[src/rtl/mux_bus_pkg.sv]
package mux_bus_pkg;
  typedef enum logic [2:0] {
    ST_IDLE = 3'd0,
    ST_T1   = 3'd1,
    ST_T2   = 3'd2,
    ST_T3   = 3'd3,
    ST_TW   = 3'd4,
    ST_T4   = 3'd5,
    ST_HOLD = 3'd6
  } bus_st_e;

  localparam int unsigned STAT_FIXED_W = 2;  // owner bit + interrupt-enable bit
endpackage

[src/rtl/mux_bus_fsm.sv]
module mux_bus_fsm
  import mux_bus_pkg::*;
(
  input  logic    clk,
  input  logic    rst_n,
  input  logic    req_valid_i,
  input  logic    hold_i,
  input  logic    rdy_i,
  output bus_st_e state_o,
  output logic    take_o
);
  bus_st_e state_q, state_d;
  logic    at_edge;

  assign at_edge = (state_q == ST_IDLE) || (state_q == ST_T4);
  assign take_o  = at_edge && !hold_i && req_valid_i;

  always_comb begin
    state_d = state_q;
    unique case (state_q)
      ST_IDLE, ST_T4: begin
        if (hold_i)           state_d = ST_HOLD;
        else if (req_valid_i) state_d = ST_T1;
        else                  state_d = ST_IDLE;
      end
      ST_T1:          state_d = ST_T2;
      ST_T2:          state_d = ST_T3;
      ST_T3, ST_TW:   state_d = rdy_i ? ST_T4 : ST_TW;
      ST_HOLD:        state_d = hold_i ? ST_HOLD : ST_IDLE;
      default:        state_d = ST_IDLE;
    endcase
  end

  always_ff @(posedge clk or negedge rst_n) begin
    if (!rst_n) state_q <= ST_IDLE;
    else        state_q <= state_d;
  end

  assign state_o = state_q;

  AST_WAIT_ENTRY: assert property (@(posedge clk) disable iff (!rst_n)
    ((state_q == ST_T3 || state_q == ST_TW) && !rdy_i) |=> (state_q == ST_TW));
  AST_READY_EXIT: assert property (@(posedge clk) disable iff (!rst_n)
    ((state_q == ST_T3 || state_q == ST_TW) && rdy_i) |=> (state_q == ST_T4));
  AST_HOLD_AT_EDGE: assert property (@(posedge clk) disable iff (!rst_n)
    (state_q == ST_T1 || state_q == ST_T2 || state_q == ST_T3 || state_q == ST_TW)
      |=> (state_q != ST_HOLD));
  AST_HOLD_RELEASE: assert property (@(posedge clk) disable iff (!rst_n)
    (state_q == ST_HOLD && !hold_i) |=> (state_q == ST_IDLE));
endmodule

[src/rtl/mux_bus_req.sv]
module mux_bus_req
  import mux_bus_pkg::*;
#(
  parameter int unsigned ADDR_W = 20,
  parameter int unsigned DATA_W = 16,
  parameter int unsigned SEG_W  = 2
) (
  input  logic              clk,
  input  logic              rst_n,
  input  bus_st_e           state_i,
  input  logic              take_i,
  input  logic              rdy_i,
  input  logic              write_i,
  input  logic [ADDR_W-1:0] addr_i,
  input  logic [DATA_W-1:0] wdata_i,
  input  logic [SEG_W-1:0]  seg_i,
  input  logic              ie_i,
  input  logic [DATA_W-1:0] ad_i,
  output logic              write_o,
  output logic [ADDR_W-1:0] addr_o,
  output logic [DATA_W-1:0] wdata_o,
  output logic [SEG_W-1:0]  seg_o,
  output logic              ie_o,
  output logic [DATA_W-1:0] rdata_o
);
  logic cap_rd;

  assign cap_rd = ((state_i == ST_T3) || (state_i == ST_TW)) && rdy_i && !write_o;

  always_ff @(posedge clk or negedge rst_n) begin
    if (!rst_n) begin
      write_o <= 1'b0;
      addr_o  <= '0;
      wdata_o <= '0;
      seg_o   <= '0;
      ie_o    <= 1'b0;
    end else if (take_i) begin
      write_o <= write_i;
      addr_o  <= addr_i;
      wdata_o <= wdata_i;
      seg_o   <= seg_i;
      ie_o    <= ie_i;
    end
  end

  always_ff @(posedge clk or negedge rst_n) begin
    if (!rst_n)      rdata_o <= '0;
    else if (cap_rd) rdata_o <= ad_i;
  end
endmodule

[src/rtl/mux_bus_drive.sv]
module mux_bus_drive
  import mux_bus_pkg::*;
#(
  parameter int unsigned ADDR_W = 20,
  parameter int unsigned DATA_W = 16,
  parameter int unsigned SEG_W  = 2
) (
  input  logic              clk,
  input  logic              rst_n,
  input  bus_st_e           state_i,
  input  logic              write_i,
  input  logic [ADDR_W-1:0] addr_i,
  input  logic [DATA_W-1:0] wdata_i,
  input  logic [SEG_W-1:0]  seg_i,
  input  logic              ie_i,
  output logic [DATA_W-1:0] ad_o,
  output logic              ad_oe_o,
  output logic [ADDR_W-DATA_W-1:0] hi_o,
  output logic              hi_oe_o,
  output logic              ale_o,
  output logic              rd_n_o,
  output logic              wr_n_o,
  output logic              dir_o,
  output logic              den_o,
  output logic              ctl_oe_o,
  output logic              hlda_o,
  output logic              done_o
);
  localparam int unsigned HI_W = ADDR_W - DATA_W;

  logic            in_addr, in_data;
  logic [HI_W-1:0] status;

  assign in_addr = (state_i == ST_T1);
  assign in_data = (state_i == ST_T2) || (state_i == ST_T3) ||
                   (state_i == ST_TW) || (state_i == ST_T4);
  assign status  = {1'b0, ie_i, seg_i};

  always_comb begin
    ad_o     = in_addr ? addr_i[DATA_W-1:0] : wdata_i;
    ad_oe_o  = in_addr || (in_data && write_i);
    hi_o     = in_addr ? addr_i[ADDR_W-1:DATA_W] : status;
    hi_oe_o  = in_addr || in_data;
    ale_o    = in_addr;
    rd_n_o   = !(in_data && !write_i);
    wr_n_o   = !(in_data && write_i);
    dir_o    = (in_addr || in_data) ? write_i : 1'b1;
    den_o    = in_data;
    ctl_oe_o = (state_i != ST_HOLD);
    hlda_o   = (state_i == ST_HOLD);
    done_o   = (state_i == ST_T4);
  end

  AST_ALE_SINGLE: assert property (@(posedge clk) disable iff (!rst_n)
    ale_o |=> (!ale_o && den_o));
  AST_STROBE_EXCL: assert property (@(posedge clk) disable iff (!rst_n)
    !(!rd_n_o && !wr_n_o));
  AST_STROBE_AFTER_ALE: assert property (@(posedge clk) disable iff (!rst_n)
    ale_o |=> (!rd_n_o || !wr_n_o));
  AST_DEN_NO_ALE: assert property (@(posedge clk) disable iff (!rst_n)
    den_o |-> !ale_o);
  AST_HOLD_FLOAT: assert property (@(posedge clk) disable iff (!rst_n)
    hlda_o |-> (!ctl_oe_o && !ad_oe_o && !hi_oe_o));
endmodule

[src/rtl/mux_bus_seq.sv]
module mux_bus_seq
  import mux_bus_pkg::*;
#(
  parameter int unsigned ADDR_W = 20,
  parameter int unsigned DATA_W = 16
) (
  input  logic              clk,
  input  logic              rst_n,
  input  logic              req_valid_i,
  input  logic              req_write_i,
  input  logic [ADDR_W-1:0] req_addr_i,
  input  logic [DATA_W-1:0] req_wdata_i,
  input  logic [ADDR_W-DATA_W-STAT_FIXED_W-1:0] req_seg_i,
  input  logic              ie_flag_i,
  output logic              req_take_o,
  output logic              rsp_valid_o,
  output logic [DATA_W-1:0] rsp_rdata_o,
  input  logic              rdy_i,
  input  logic              hold_i,
  output logic              hlda_o,
  input  logic [DATA_W-1:0] ad_i,
  output logic [DATA_W-1:0] ad_o,
  output logic              ad_oe_o,
  output logic [ADDR_W-DATA_W-1:0] hi_o,
  output logic              hi_oe_o,
  output logic              ale_o,
  output logic              rd_n_o,
  output logic              wr_n_o,
  output logic              dir_o,
  output logic              den_o,
  output logic              ctl_oe_o
);
  localparam int unsigned SEG_W = ADDR_W - DATA_W - STAT_FIXED_W;

  logic [1:0]        rst_pipe;
  logic              rst_sn;
  bus_st_e           state;
  logic              take;
  logic              cur_wr, cur_ie;
  logic [ADDR_W-1:0] cur_addr;
  logic [DATA_W-1:0] cur_wdata, cur_rdata;
  logic [SEG_W-1:0]  cur_seg;

  // asynchronous assertion, synchronous release
  always_ff @(posedge clk or negedge rst_n) begin
    if (!rst_n) rst_pipe <= 2'b00;
    else        rst_pipe <= {rst_pipe[0], 1'b1};
  end
  assign rst_sn = rst_pipe[1];

  mux_bus_fsm u_fsm (
    .clk         (clk),
    .rst_n       (rst_sn),
    .req_valid_i (req_valid_i),
    .hold_i      (hold_i),
    .rdy_i       (rdy_i),
    .state_o     (state),
    .take_o      (take)
  );

  mux_bus_req #(.ADDR_W(ADDR_W), .DATA_W(DATA_W), .SEG_W(SEG_W)) u_req (
    .clk     (clk),
    .rst_n   (rst_sn),
    .state_i (state),
    .take_i  (take),
    .rdy_i   (rdy_i),
    .write_i (req_write_i),
    .addr_i  (req_addr_i),
    .wdata_i (req_wdata_i),
    .seg_i   (req_seg_i),
    .ie_i    (ie_flag_i),
    .ad_i    (ad_i),
    .write_o (cur_wr),
    .addr_o  (cur_addr),
    .wdata_o (cur_wdata),
    .seg_o   (cur_seg),
    .ie_o    (cur_ie),
    .rdata_o (cur_rdata)
  );

  mux_bus_drive #(.ADDR_W(ADDR_W), .DATA_W(DATA_W), .SEG_W(SEG_W)) u_drv (
    .clk      (clk),
    .rst_n    (rst_sn),
    .state_i  (state),
    .write_i  (cur_wr),
    .addr_i   (cur_addr),
    .wdata_i  (cur_wdata),
    .seg_i    (cur_seg),
    .ie_i     (cur_ie),
    .ad_o     (ad_o),
    .ad_oe_o  (ad_oe_o),
    .hi_o     (hi_o),
    .hi_oe_o  (hi_oe_o),
    .ale_o    (ale_o),
    .rd_n_o   (rd_n_o),
    .wr_n_o   (wr_n_o),
    .dir_o    (dir_o),
    .den_o    (den_o),
    .ctl_oe_o (ctl_oe_o),
    .hlda_o   (hlda_o),
    .done_o   (rsp_valid_o)
  );

  assign req_take_o  = take;
  assign rsp_rdata_o = cur_rdata;

  AST_TAKE_NOT_IN_HOLD: assert property (@(posedge clk) disable iff (!rst_sn)
    hlda_o |-> !req_take_o);
  AST_B2B_START: assert property (@(posedge clk) disable iff (!rst_sn)
    (rsp_valid_o && req_take_o) |=> ale_o);
endmodule

[config.mk]
export PLATFORM = sky130hd
export DESIGN_NAME = mux_bus_seq
export DESIGN_NICKNAME = d
export VERILOG_FILES = /design/src/rtl/mux_bus_pkg.sv /design/src/rtl/mux_bus_fsm.sv /design/src/rtl/mux_bus_req.sv /design/src/rtl/mux_bus_drive.sv /design/src/rtl/mux_bus_seq.sv
export SDC_FILE = /design/constraint.sdc
export NUM_CORES = 1
export LEC_CHECK = 0
export ABC_AREA = 1
export CAP_MARGIN = 30
export CORE_UTILIZATION = 51
export DETAILED_ROUTE_END_ITERATION = 10
export DONT_BUFFER_PORTS = 1
export PLACE_DENSITY = 0.66
export RECOVER_POWER = 25
export SYNTH_ARGS = -nofsm -noshare
export SYNTH_HDL_FRONTEND = slang
export SYNTH_HIERARCHICAL = 1
export SYNTH_SLANG_ARGS = --single-unit
[constraint.sdc]
create_clock -name clk -period 2.7 [get_ports clk]
set_clock_uncertainty 0.05 [all_clocks]
set_input_delay 0.54 -clock clk [delete_from_list [all_inputs] [get_ports clk]]
set_output_delay 0.54 -clock clk [all_outputs]
set_load 0.005 [all_outputs]
# Word-level counts from Yosys, hierarchy flattened
# Index checks and enable logic that the tools add are counted.
# W data, S select, Z words.
[op_classes]
n_mux = 8
eq_ne = 7
n_reduce_logical = 20
[op_table]
columns = ["op", "n"]
rows = [
  ["$mux W16", 1],
  ["$pmux W3 S5", 1],
  ["$eq A3 B3 Y1 const B", 3],
  ["$logic_or A1 B1 Y1", 7],
  ["$eq A3 B2 Y1 const B", 2],
  ["$logic_and A1 B1 Y1", 6],
  ["$mux W3", 2],
  ["$logic_not A1 Y1", 4],
  ["$mux W4", 1],
  ["$reduce_or A2 Y1", 2],
  ["$eq A3 B1 Y1 const B", 1],
  ["$logic_not A3 Y1", 1],
  ["$mux W1", 3],
  ["$ne A3 B3 Y1 const B", 1],
]
[word_totals]
reg_bits = 61
inputBits = 61
output_inout_bits = 47
wordCells = 43

# Depth between registers and ports, before layout
# Gate-level depths: netlist (run 1).
[logic_depth]
depth_word = 6
ltp_mapped = 7
ltp_nobuf = 6

# By module
# The synthesis (run 1) kept the hierarchy.
[by_module_without_submodules]
columns = ["module", "area_per_inst_um2", "seq_area_each_um2", "cells_per_inst", "instances"]
rows = [
  ["mux_bus_req", 2185.8, 1401.3, 159, 1],
  ["mux_bus_drive", 389.1, 0.0, 85, 1],
  ["mux_bus_fsm", 176.4, 75.1, 26, 1],
  ["mux_bus_seq", 53.8, 50.0, 3, 1],
]

# Worst setup path before layout (run 1)
# No wires, ideal clock.
[synth_timing]
path_kind = "reg2reg"
start = "register u_fsm.state_q[1], in the netlist u_fsm/state_o[1]"
end = "register u_req.addr_o[0]"
path_slack_ps = 1047
setup_ps = 125
t_required_ps = 2525
t_arrival_ps = 1478
path_buffers = 1
path_stages_with_launch = 6
period_less_slack_ps = 1653
path_cell_list = "dfrtp_1 -> o21ai_0 -> nand3_1 -> inv_1 -> buf_2 -> mux2_2"
[synth_between]
elab_chain_cells = 4
elab_cells_between_ends = 5
classes_between = "eq/ne (1); reduce/logical (4)"
[synth_lines]
columns = ["item", "line", "source"]
rows = [
  ["from (decl)", "mux_bus_fsm.sv:12", "bus_st_e state_q, state_d;"],
  ["from (signal assigned)", "mux_bus_fsm.sv:36", "else state_q <= state_d;"],
  ["$eq A3 B3 Y1 or $logic_not A3 Y1 (tied branches)", "mux_bus_fsm.sv:15", "assign at_edge = (state_q == ST_IDLE) || (state_q == ST_T4);"],
  ["$logic_or A1 B1 Y1 (*)", "mux_bus_fsm.sv:15", ""],
  ["$logic_and A1 B1 Y1 (*) (2 in series)", "mux_bus_fsm.sv:16", "assign take_o = at_edge && !hold_i && req_valid_i;"],
  ["named net req_take_o", "mux_bus_seq.sv:15", "output logic req_take_o,"],
  ["to (signal assigned)", "mux_bus_req.sv:39", "addr_o <= addr_i;"],
  ["to (decl)", "mux_bus_req.sv:20", "output logic [ADDR_W-1:0] addr_o,"],
]
# Mark *: on every way through the listed nets, which the timed path passes. The rest lies on a longest branch.
# A chain may end at the register's enable or synchronous reset.

# Final worst setup path (run 1)
[layout_timing]
start = "register u_fsm.state_q[1], in the netlist u_fsm/state_o[1]"
end = "output port dir_o"
[layout_between]
elab_chain_cells = 6
elab_cells_between_ends = 10
classes_between = "eq/ne (5); mux (1); reduce/logical (4)"
[layout_lines]
columns = ["item", "line", "source"]
rows = [
  ["$eq A3 B2 Y1", "mux_bus_drive.sv:35", "assign in_data = (state_i == ST_T2) || (state_i == ST_T3) ||"],
  ["$logic_or A1 B1 Y1 (2 in series)", "mux_bus_drive.sv:35", ""],
  ["$logic_or A1 B1 Y1", "mux_bus_drive.sv:36", "(state_i == ST_TW) || (state_i == ST_T4);"],
  ["$logic_or A1 B1 Y1 (*)", "--", ""],
  ["named net hi_oe_o", "mux_bus_seq.sv:25", "output logic hi_oe_o,"],
  ["$mux W1 (*)", "mux_bus_drive.sv:47", "dir_o = (in_addr || in_data) ? write_i : 1'b1;"],
  ["to (decl)", "mux_bus_seq.sv:29", "output logic dir_o,"],
]
# Marked as above.

==> results of run 1 <==
critical path, cell delays in order, from the launching register on:
cell,delay [ns]
dfrtp_1,0.50
inv_2,0.11
nand3_2,0.44
nand2_1,0.28
nand2_1,0.09
metrics by stage:
step / power [mW] / cells
after floorplan: 2.84 / 273
after global placement: 3.07 / 333
after detailed placement: 3.12 / 333
after CTS: 3.80 / 349
after global routing: 4.08 / 350
final: 3.77 / 350
power by group:
part	total (mW)	switching, mW	internal (mW)
sequential	1.66	0.302	1.36
combinational	1.44	0.860	0.578
clock	0.669	0.319	0.351
flip-flops by register name (all words and copies together), names as in the netlist:
name,count
u_req/rdata_o,16
u_fsm/state_o,3
u_req/ie_o,1
rst_pipe,2
u_req/write_o,1
u_req/wdata_o,16
u_req/seg_o,2
u_req/addr_o,20
per-layer routing:
| layer | track usage | wire [microns] | share of wire | up-vias |
|---|---|---|---|---|
| li1 | - | - | - | 935 |
| met1 | 0.276 | 2540 | 0.43 | 950 |
| met2 | 0.337 | 2760 | 0.47 | 86 |
| met3 | 0.0659 | 492 | 0.084 | 10 |
| met4 | 0.106 | 99 | 0.017 | 0 |
| met5 | 0 | 0 | 0 | - |
layout make-up:
cell class | instances | area, sq um | share of cell area
Clock buffer | 13 | 149 | 0.0490
Clock inverter | 2 | 10.0 | 0.00330
Inverter | 14 | 52.6 | 0.0173
Multi-Input combinational cell | 182 | 1130 | 0.372
Sequential cell | 61 | 1530 | 0.503
Tap cell | 70 | 87.6 | 0.0288
Timing Repair Buffer | 8 | 80.1 | 0.0264
kinds of logic after synthesis:
family / after synthesis
AO/OA/AOI/OAI: 4
buffers and inverters: 30
flip-flops: 61
multiplexers: 40
other: 1
AND/OR/NAND/NOR: 137
cell usage after synthesis, types with 2 or more instances:
cell type,number,area share
nand3_1,8,0.014
mux2_2,40,0.16
nand2_1,85,0.11
inv_1,13,0.017
nand4_1,36,0.080
o21ai_0,2,0.0036
buf_4,4,0.011
nor2_1,4,0.0054
dfrtp_1,61,0.54
buf_2,11,0.020
placed cells by master (no fill, tap or decap), types with 2 or more instances in the layout:
master and n:
o21ai_0 2, dfrtp_1 60, inv_1 13, nand3_1 8, nand4_1 36, mux2_2 40, clkbuf_8 10, clkinv_2 2
buf_4 5, clkbuf_1 3, nand2_1 85, nor2_1 4
how the worst max path moves through the flow:
stage	to	slack, ns
6_report	dir_o	0.37
5_1_grt	u_req/rdata_o[1]	0.21
4_1_cts	dir_o	0.36
3_5_place_dp	u_req/wdata_o[2]	0.68
3_3_place_gp	dir_o	0.72
2_1_floorplan	u_fsm/state_o[0]	0.83
what timing repair did:
action                    in CTS  in global routing
hold endpoints to repair       2                  0
resized for setup              0                  0
hold buffers                   1                  0
==> metrics.yaml, run 1 <==
sta:
  hold_violations: 1
  slew-limit-headroom: -0.195
  min_period_ns: 2.33
  fmax_ghz: 0.429
  hold_ws_ns: -0.0122
  worst_slack_ns: 0.369
  grt_setup_unrepaired: "no"
  maxSlewViolCount: 43
  fin_setup_tns_ns: 0
  worstMarginPinSlew_ns: 1.79
  final-setup-viol-count: 0
  min_period_over_period: 0.863
place:
  dp_slack_ns: 0.682
  gp_congestion: 0.762
  dp_hpwl_microns: 3970
  io_buffers: 0
  dpl-instance-area_sq_um: 2860
synth:
  synth.net_count: 334
  synth-seq-cells: 61
  synth.yosys.seq_area_share: 0.544
  synth_edf_count: 0
  yosys_most_used_dff: "dfrtp_1"
  syn_inst: 273
  yosys_warnings: 6
  synth_top_family_by_area: "simple AND/OR/NAND/NOR gates"
  synth.area.mux_share: 0.161
  synth_compound_area_frac: 0.0112
  synth-simple-area-share: 0.230
  synth.distinct_cells: 19
  syn_area_sq_um: 2810
  synth_xor_xnor_area_share: 0
  synth_fa_ha_area_frac: 0
  async_reset_ff_frac: 1.00
  synth_area_per_cell_sq_um: 10.3
drt:
  vias: 1981
  drt_pass1_iterations: 4
  via_per_inst: 5.66
  drc: 0
  drtIter0Drc: 87
  ant_nets: 0
  drt_wl_total_microns: 5880
  avgRoutedWirePerCell_microns: 16.8
critical_path:
  reg2reg_to: "u_req/rdata_o[1]"
  startpoint_type: "register"
  required_ns: 2.11
  r2r_cells: 1
  end_kind: "output port"
  critPathLaunch: "u_fsm/state_o[1]"
  worstPathArrival_ns: 1.74
  timing.rr.start: "rst_pipe[1]"
  r2r_slack_ns: 0.64
  crit_type: "reg2out"
  critPathMaxFanout: 23
layout:
  fin_util: 0.583
  nets: 337
  fill_cells: 454
  fin_area_sq_um: 3040
  diodes: 0
  area_growth_pct: 8.25
  drive_above_1_share: 0.232
global_routing:
  grtUsageTotal: 0.217
  grt_start_max_net_pins: 44
  grt_pass1_wl_microns: 9630
  grt_overflow: 0
  antenna_found_initial: 0
  grt_pass1_vias: 1983
clock_network:
  clk-insertion-delay-late_ns: 0.33
  cts_sinks: 61
  post-cts-setup-buffers: 0
  h-tree-depth: 3
  root_buffer: "clkbuf_8"
  cts_max_path_buffers: 2
  clkSlewWorstSetupHoldPaths_ns: 0.06
  cts_made_buffers: 9
  tritoncts: "built"
pwr:
  power_density_nw_per_um2: 1240
  p_leak_nw: 1.48
  ir_worst_vdd_uv: 539
floorplanning:
  initial_core_util: 0.539
  die_h_microns: 76.2
  row_count: 26
  die_w_microns: 76.2
  core_sq_um: 5200
  ios: 108
  die_area_sq_um: 5800
run_status:
  status: "complete, but fails checks"
  violations: "negative hold slack, max-capacitance violations, max-slew violations"
worst_hold_path:
  hp-class: "reg2async"
flow_run:
  drv_cap: 1
Note: power is estimated with default switching activity, not from simulation.
==> inputs of run 2 (changes only) <==
--- a/config.mk
+++ b/config.mk
@@ -10,6 +10,7 @@
 export CORE_UTILIZATION = 51
 export DETAILED_ROUTE_END_ITERATION = 10
 export DONT_BUFFER_PORTS = 1
+export GPL_TIMING_DRIVEN = 0
 export PLACE_DENSITY = 0.66
 export RECOVER_POWER = 25
 export SYNTH_ARGS = -nofsm -noshare
==> run 2 against run 1 <==
Against the previous run: the run now ends clean; wire length is 2.5% higher; final area rose by 2.4%; sequential share of layout area is 1.2 points lower; clock power up 23%; core utilization grew 1.4 points; first-iteration DRC count is 33% higher; die area stayed put; combinational power increased by 3%; critical path depth is 1 higher; highest routed layer unchanged; sequential cell count unchanged; via count rose by 1.7%.
==> metrics.yaml, run 2 (synthesis results as in run 1) <==
critical_path:
  max_stage_delay_ns: 0.53  # +0.03 ns
  end_kind: "output port"
  r2r_cells: 5  # +4
  startpoint_type: "register"
  critPathMaxFanout: 10  # -57%
  required_ns: 2.11  # about the same
  cpMostUsedCell: "nand2_1"
  crit_type: "reg2out"
  r2r_slack_ns: 0.72  # +0.08 ns
  cpMaxStageDelayCell: "dfrtp_1"
  worstPathArrival_ns: 1.54  # -0.20 ns
  crit_chain: "inv_1, nand3_2, buf_4, nand2_1, nand2_1"
clock_network:
  root_buffer: "clkbuf_8"
  h-tree-depth: 3  # unchanged
  cts_made_buffers: 9  # unchanged
  tritoncts: "built"
  post-cts-setup-buffers: 0  # unchanged
  clkSlewWorstSetupHoldPaths_ns: 0.07  # about the same
  cts_sinks: 61  # unchanged
  cts_max_path_buffers: 2  # unchanged
  clk-insertion-delay-late_ns: 0.33  # about the same
drt:
  drt_wl_total_microns: 6030  # +2.5%
  drc: 0  # unchanged
  drt_pass1_iterations: 4  # unchanged
  ant_nets: 0  # unchanged
  vias: 2015  # +1.7%
  via_per_inst: 5.58  # -1.4%
  avgRoutedWirePerCell_microns: 16.7  # -0.59%
  drtIter0Drc: 116  # +33%
global_routing:
  grt_overflow: 0  # unchanged
  grt_pass1_wl_microns: 10100  # +4.6%
  gr-usage-met3: 0.0826  # +0.0168
  grt.met1_usage: 0.270  # -0.00621
  antenna_found_initial: 0  # unchanged
  grt_start_max_net_pins: 36  # -18%
  met2_usage: 0.367  # +0.0300
  grt_pass1_vias: 2068  # +4.3%
  busiest_layer: "met2"
  grtUsageTotal: 0.224  # +0.00741
pwr:
  sw_frac_of_total: 0.383  # -0.00999
  power_mw: 3.98  # +5.5%
  p_switching_mw: 1.52  # +2.8%
  p_seq_frac: 0.421  # -0.020
  p_leak_nw: 1.53  # +3.6%
  p_int_mw: 2.46  # +7.2%
  power_density_nw_per_um2: 1280  # +3.0%
  ir_worst_vdd_uv: 611  # +13%
  p_clk_frac: 0.207  # +0.030
  power_frac_comb: 0.373  # -0.008
sta:
  worst_slack_ns: 0.573  # +0.203 ns
  grt_setup_unrepaired: "no"
  maxSlewViolCount: 0  # -100%
  fmax_ghz: 0.470  # +9.6%
  fin_setup_tns_ns: 0  # unchanged
  hold_violations: 0  # -1
  min_period_ns: 2.13  # -0.203 ns
  final-setup-viol-count: 0  # unchanged
  worstMarginPinSlew_ns: 1.02  # -0.774 ns
  min_period_over_period: 0.788  # -0.0753
  slew-limit-headroom: 0.321  # +0.516
  hold_ws_ns: 0.303  # +0.315 ns
layout:
  final_common_cell: "nand2_1"
  fill_cells: 439  # -3.3%
  reg_top3: "u_req/addr_o: 20 flops, u_req/rdata_o: 16 flops, u_req/wdata_o: 16 flops"
  fin_util: 0.598  # +0.0142
  top_register: "u_req/addr_o"
  fin_area_sq_um: 3110  # +2.4%
  largest_reg_flops: 20  # unchanged
  mostFrequentLayoutCells: "nand2_1, dfrtp_1, mux2_2, nand4_1, inv_1"
  area_growth_pct: 10.9
  nets: 347  # +3.0%
  seq_area_sq_um: 1530  # about the same
  multiInputGateArea_sq_um: 1130  # unchanged
  fin_cells: 361  # +3.1%
  diodes: 0  # unchanged
  drive_above_1_share: 0.268  # +0.0359
floorplanning:
  die_w_microns: 76.2  # unchanged
  die_h_microns: 76.2  # unchanged
  row_count: 26  # unchanged
  ios: 108  # unchanged
  core_sq_um: 5200  # unchanged
  die_area_sq_um: 5800  # unchanged
  initial_core_util: 0.539  # unchanged
worst_hold_path:
  hp-class: "in2reg"
  hold-path-cell-count: 1
flow_run:
  drv_cap: 0  # -1
place:
  dp_slack_ns: 0.764  # +0.0812 ns
  dp_hpwl_microns: 4280  # +7.6%
  placedCellCount: 344  # +3.3%
  gp_congestion: 0.781  # +2.5%
  io_buffers: 0  # unchanged
  dpl-instance-area_sq_um: 2910  # +2.1%
run_status:
  status: "completed"
==> run 2: changes by cell type in the layout (fill, tap and decap cells not counted), sizes merged <==
cell / before / now
clkinvlp: 0 / 1
dlymetal6s4s: 1 / 0
bufinv: 0 / 1
buf: 6 / 16
==> run 2: repair_timing <==
| action | CTS | global route |
|---|---|---|
| endpoints found under the hold margin | 2 | 0 |
| gates resized for setup | 0 | 0 |
| hold buffers | 1 | 0 |
| endpoints found under the setup margin | 0 | 0 |
==> run 2: area by class of cell <==
cell class                      count  area share
Clock buffer                       12      0.0499
Sequential cell                    61       0.491
Buffer                             16      0.0310
Tap cell                           70      0.0282
Timing Repair Buffer                2     0.00483
Clock inverter                      4      0.0153
Multi-Input combinational cell    182       0.363
Inverter                           14      0.0169
==> run 2: worst max-delay path, delay by kind of cell, from the launching register on <==
| kind | cells | cell delay [ns] |
|---|---|---|
| simple gates | 3 | 0.31 |
| flops | 1 | 0.53 |
| buf+inv | 2 | 0.36 |
==> run 2: path summary, 6_finish.rpt <==
path,end,start
max in group asynchronous,u_req/wdata_o[0],rst_pipe[1]
min reg2reg,rst_pipe[1],rst_pipe[0]
max reg2reg,u_req/wdata_o[7],u_fsm/state_o[0]
min,u_req/wdata_o[15],req_wdata_i[15]
min in group asynchronous,u_req/seg_o[0],rst_pipe[1]
max,ad_o[0],u_fsm/state_o[2]
==> run 2: power by group through the flow <==
stage / Sequential [mW] / Combinational, mW / Clock (mW)
2_1_floorplan: 1.62 / 1.22 / 0
3_3_place_gp: 1.68 / 1.45 / 0
3_5_place_dp: 1.70 / 1.49 / 0
4_1_cts: 1.68 / 1.50 / 0.837
5_1_grt: 1.74 / 1.67 / 0.876
6_report: 1.67 / 1.48 / 0.822
==> run 2: metal layers <==
metal,vias up,share of wire
met5,-,0
met4,0,0.014
met3,10,0.093
met1,961,0.42
li1,955,-
met2,89,0.47
